**src/rtl/ddr_bank_tracker_pkg.sv**
```systemverilog
package ddr_bank_tracker_pkg;

   typedef enum logic [2:0] {
      OP_IDLE,
      OP_ACT,
      OP_PRE,
      OP_RD,
      OP_WR
   } bank_op_e;

   // select, row, column, write strobes, all active low
   function automatic bank_op_e decode_op(input logic sel_n, input logic row_n,
                                          input logic col_n, input logic wr_n);
      bank_op_e op;
      op = OP_IDLE;
      if (!sel_n) begin
         unique case ({row_n, col_n, wr_n})
            3'b011:  op = OP_ACT;
            3'b010:  op = OP_PRE;
            3'b101:  op = OP_RD;
            3'b100:  op = OP_WR;
            default: op = OP_IDLE;
         endcase
      end
      return op;
   endfunction

endpackage

```
**src/rtl/ddr_cmd_decode.sv**
```systemverilog
module ddr_cmd_decode
   import ddr_bank_tracker_pkg::*;
#(
   parameter int unsigned NUM_BANKS = 4,
   localparam int unsigned BANK_W = (NUM_BANKS > 1) ? $clog2(NUM_BANKS) : 1
) (
   input  logic                 sel_n,
   input  logic                 row_n,
   input  logic                 col_n,
   input  logic                 wr_n,
   input  logic [BANK_W-1:0]    bank,
   input  logic                 all_bit,
   output bank_op_e             op,
   output logic [NUM_BANKS-1:0] sel_mask,
   output logic [NUM_BANKS-1:0] pre_mask
);

   always_comb begin
      op = decode_op(sel_n, row_n, col_n, wr_n);
      sel_mask = '0;
      sel_mask[bank] = 1'b1;
      pre_mask = '0;
      if (op == OP_PRE) begin
         pre_mask = all_bit ? {NUM_BANKS{1'b1}} : sel_mask;
      end
   end

endmodule

```
**src/rtl/ddr_bank_slot.sv**
```systemverilog
module ddr_bank_slot #(
   parameter int unsigned TRP_CYCLES = 4,
   localparam int unsigned CNT_W = (TRP_CYCLES > 1) ? $clog2(TRP_CYCLES) : 1
) (
   input  logic clk,
   input  logic rst_n,
   input  logic pre_hit,
   input  logic act_hit,
   output logic is_open,
   output logic is_ready
);

   localparam logic [CNT_W-1:0] RELOAD = CNT_W'(TRP_CYCLES - 1);

   logic [CNT_W-1:0] wait_cnt;

   always_ff @(posedge clk or negedge rst_n) begin
      if (!rst_n) begin
         is_open  <= 1'b0;
         wait_cnt <= '0;
      end else if (pre_hit) begin
         is_open  <= 1'b0;
         wait_cnt <= RELOAD;
      end else begin
         if (wait_cnt != '0) begin
            wait_cnt <= wait_cnt - 1'b1;
         end
         if (act_hit) begin
            is_open <= 1'b1;
         end
      end
   end

   assign is_ready = !is_open && (wait_cnt == '0);

endmodule

```
**src/rtl/ddr_bank_tracker.sv**
```systemverilog
module ddr_bank_tracker
   import ddr_bank_tracker_pkg::*;
#(
   parameter int unsigned NUM_BANKS  = 4,
   parameter int unsigned TRP_CYCLES = 4,
   localparam int unsigned BANK_W = (NUM_BANKS > 1) ? $clog2(NUM_BANKS) : 1
) (
   input  logic                 clk,
   input  logic                 rst_n,
   input  logic                 cmd_sel_n,
   input  logic                 cmd_row_n,
   input  logic                 cmd_col_n,
   input  logic                 cmd_wr_n,
   input  logic [BANK_W-1:0]    cmd_bank,
   input  logic                 cmd_all,
   output logic [NUM_BANKS-1:0] bank_open,
   output logic [NUM_BANKS-1:0] bank_ready,
   output logic                 cmd_err
);

   generate
      if (NUM_BANKS < 2 || (1 << BANK_W) != NUM_BANKS) begin : g_bad_banks
         $error("NUM_BANKS must be a power of two of at least 2");
      end
      if (TRP_CYCLES < 1) begin : g_bad_trp
         $error("TRP_CYCLES must be at least 1");
      end
   endgenerate

   bank_op_e             op;
   logic [NUM_BANKS-1:0] sel_mask;
   logic [NUM_BANKS-1:0] pre_mask;
   logic [NUM_BANKS-1:0] act_mask;
   logic                 sel_ready;
   logic                 sel_open;
   logic                 bad_cmd;

   ddr_cmd_decode #(.NUM_BANKS(NUM_BANKS)) u_dec (
      .sel_n    (cmd_sel_n),
      .row_n    (cmd_row_n),
      .col_n    (cmd_col_n),
      .wr_n     (cmd_wr_n),
      .bank     (cmd_bank),
      .all_bit  (cmd_all),
      .op       (op),
      .sel_mask (sel_mask),
      .pre_mask (pre_mask)
   );

   always_comb begin
      sel_ready = |(sel_mask & bank_ready);
      sel_open  = |(sel_mask & bank_open);
      act_mask  = (op == OP_ACT && sel_ready) ? sel_mask : '0;
      bad_cmd   = (op == OP_ACT && !sel_ready) ||
                  ((op == OP_RD || op == OP_WR) && !sel_open);
   end

   for (genvar b = 0; b < NUM_BANKS; b++) begin : g_bank
      ddr_bank_slot #(.TRP_CYCLES(TRP_CYCLES)) u_slot (
         .clk      (clk),
         .rst_n    (rst_n),
         .pre_hit  (pre_mask[b]),
         .act_hit  (act_mask[b]),
         .is_open  (bank_open[b]),
         .is_ready (bank_ready[b])
      );
   end

   always_ff @(posedge clk or negedge rst_n) begin
      if (!rst_n) begin
         cmd_err <= 1'b0;
      end else begin
         cmd_err <= bad_cmd;
      end
   end

endmodule

```
**config.mk**
```make
export PLATFORM = sky130hd
export DESIGN_NAME = ddr_bank_tracker
export DESIGN_NICKNAME = d
export VERILOG_FILES = /design/src/rtl/ddr_bank_tracker_pkg.sv /design/src/rtl/ddr_cmd_decode.sv /design/src/rtl/ddr_bank_slot.sv /design/src/rtl/ddr_bank_tracker.sv
export SDC_FILE = /design/constraint.sdc
export NUM_CORES = 1
export LEC_CHECK = 0
export BUFFER_PORTS_ARGS = -buffer_cell sky130_fd_sc_hd__buf_2
export CORE_UTILIZATION = 52
export CTS_BUF_LIST = sky130_fd_sc_hd__clkbuf_16
export CTS_CLUSTER_DIAMETER = 200
export CTS_CLUSTER_SIZE = 12
export DETAILED_ROUTE_END_ITERATION = 16
export HOLD_SLACK_MARGIN = 0.1
export PLACE_DENSITY = 0.74
export SKIP_CTS_REPAIR_TIMING = 1
export SLEW_MARGIN = 20
export SYNTH_ARGS = -nofsm -noshare
export SYNTH_HDL_FRONTEND = slang
export SYNTH_SLANG_ARGS = --single-unit
```
**constraint.sdc**
```tcl
create_clock -name clk -period 1.9 [get_ports clk]
set_input_delay 0.095 -clock clk [delete_from_list [all_inputs] [get_ports clk]]
set_output_delay 0.095 -clock clk [all_outputs]
set_load 0.02 [all_outputs]
```
==> reports/metrics.yaml <==
avgRoutedWirePerCell_microns: 14.0
arrival_ns: 1.67
core.rowCount: 13
ant_nets: 0
coreArea_sq_um: 1380
rsz0062_at_grt: "false"
ys_seq_area_share_pct: 39.6
nNetsFinal: 113
first_global_vias: 613
cp-start-kind: "flop"
clk_pin_slew_ns: 0.05
reg2reg_slack_ns: 0.34
fin_crit_sh_pct: 81.8
cts_buffer_depth: 2
die_h_microns: 41.7
final_cell_mix: "17 x buf_2, 13 x dfrtp_1, 9 x inv_1, 8 x o21ai_0, 8 x nand2_1"
leakagePower_nw: 0.454
start_util_pct: 59.4
drt_iter0_markers: 15
place_congestion: 0.724
grt_antenna_before_repair: 0
critical_path_class: "reg -> reg"
dp.cells: 109
r2r_start: "g_bank[0].u_slot.wait_cnt[0]$_DFFE_PN0P_"
maxCapViolCount: 0
powerDensity_nw_per_um2: 1340
firstDrtPassIters: 4
synth.distinct_cells: 23
port_buffers: 17
critPathCaptureType: "flop"
finalSetupViolations: 0
r2r_cells: 5
ios: 18
peakVddDrop_v: 0.000930
cp_max_fo: 6
fmax_ghz: 0.643
grt_pass1_wl_microns: 2710
synthArstFlopShare_pct: 100
routed-via-count: 652
avgSynthCellArea_sq_um: 9.66
synthFlopType: "dfrtp_1"
worst_pin_slew_ns: 0.636
outcome: "complete, no violations"
dp_worst_setup_slack_ns: 0.405
skew_ns: 0.00195
layout_commonest_cell: "buf_2"
ys_ff_latch: 13
routed_wl_microns: 1600
yosysWarnings: 0
cts_tree: "built"
fin_area_sq_um: 953
crit_start: "g_bank[0].u_slot.wait_cnt[0]$_DFFE_PN0P_"
clock_latency_ns: 0.24
numCtsBuffers: 3
placed_area_sq_um: 865
slew_headroom_pct: 57.0
dp_hpwl_microns: 1100
required_ns: 2.01
grt_overflow: 0
whs_ns: 0.190
drc_errors: 0
die_x_microns: 41.7
via_per_inst: 5.72
netlist_area_sq_um: 821
r2r-end: "cmd_err$_DFF_PN0_"
htree_levels: 1
syn-num-nets: 98
drive_gt1_share_pct: 26.3
fin_crit_ns: 1.56
synth-edff-count: 0
synth_cells: 85
tns_ns: 0
n_antenna_cell: 0
hold_path.class: "in -> reg"
areaGrowthSynthToFinish_pct: 16.2
holdPathStages: 2
fin_util_pct: 69.0
cts_sinks: 13
grt_use_total_pct: 20.6
fin_total_pwr_mw: 1.28
hold_violations: 0
fin_cells: 114
cts_root_buf: "clkbuf_16"
hold_path_end: "g_bank[3].u_slot.is_open$_DFFE_PN0P_"
drv_slew: 0
hp-start: "cmd_wr_n"
grt_start_max_net_pins: 14
die-area_sq_um: 1740
worst_slack_ns: 0.345
worst max path at each step:
| stage | to | slack, ns |
|---|---|---|
| after detailed placement | cmd_err$_DFF_PN0_ | 0.41 |
| after global placement | cmd_err$_DFF_PN0_ | 0.44 |
| after floorplan | cmd_err$_DFF_PN0_ | 0.48 |
| after CTS | cmd_err$_DFF_PN0_ | 0.36 |
| final | cmd_err$_DFF_PN0_ | 0.34 |
| after global routing | cmd_err$_DFF_PN0_ | 0.22 |
power breakdown:
part | switching, mW | total [mW] | internal (mW) | leakage, nW
Sequential | 0.0575 | 0.439 | 0.382 | 0.144
Combinational | 0.235 | 0.444 | 0.209 | 0.267
Clock | 0.116 | 0.393 | 0.278 | 0.0423
Total | 0.408 | 1.28 | 0.869 | 0.454
flip-flops by register name, indices dropped and copies added (netlist names):
signal                  cells
cmd_err                     1
g_bank.u_slot.is_open       4
g_bank.u_slot.wait_cnt      8
critical path, cell delays in order, from the launching register on:
cell and delay (ns):
dfrtp_1 0.38, inv_1 0.07, ha_1 0.25, or3b_2 0.46
a21oi_1 0.17, o22ai_1 0.10
synth_stat cells (2+ instances only):
cell       n  area [sq um]
o21ai_0    8          40.0
xor2_1     4          35.0
o211ai_1   4          30.0
inv_1      8          30.0
nor2_1     2          7.51
buf_4      8          60.1
ha_1       4          50.1
a31o_2     4          35.0
nand2_1    8          30.0
dfrtp_1   13           325
a22o_1     4          35.0
nor2b_1    6          37.5
a221o_1    2          20.0
final cells by class:
cell class                      count  area [sq um]
Multi-Input combinational cell     56           405
Clock buffer                        3          75.1
Sequential cell                    13           325
Inverter                            8          30.0
Fill cell                         111           429
Clock inverter                      1          3.75
Tap cell                           15          18.8
Timing Repair Buffer               18          95.1
kinds of logic (layout without fill, tap and decap cells):
group | after synthesis | after routing | share of synthesized area (%)
flip-flops | 13 | 13 | 39.6
AND/OR/NAND/NOR | 23 | 23 | 16.9
XOR/XNOR | 4 | 4 | 4.27
multiplexers | 1 | 1 | 1.22
buffers and inverters | 16 | 30 | 11.0
adder cells (fa/ha/maj) | 4 | 4 | 6.10
AO/OA/AOI/OAI | 24 | 24 | 20.9
metal layers:
| layer | global-route usage, % | up-vias | part of all wire, % |
|---|---|---|---|
| met4 | 9.68 | 0 | 1.3 |
| met3 | 3.91 | 4 | 4.1 |
| met5 | 0 | - | 0 |
| li1 | - | 326 | - |
| met2 | 31.9 | 17 | 49 |
| met1 | 27.7 | 305 | 45 |
(Power assumes the default switching activity.)
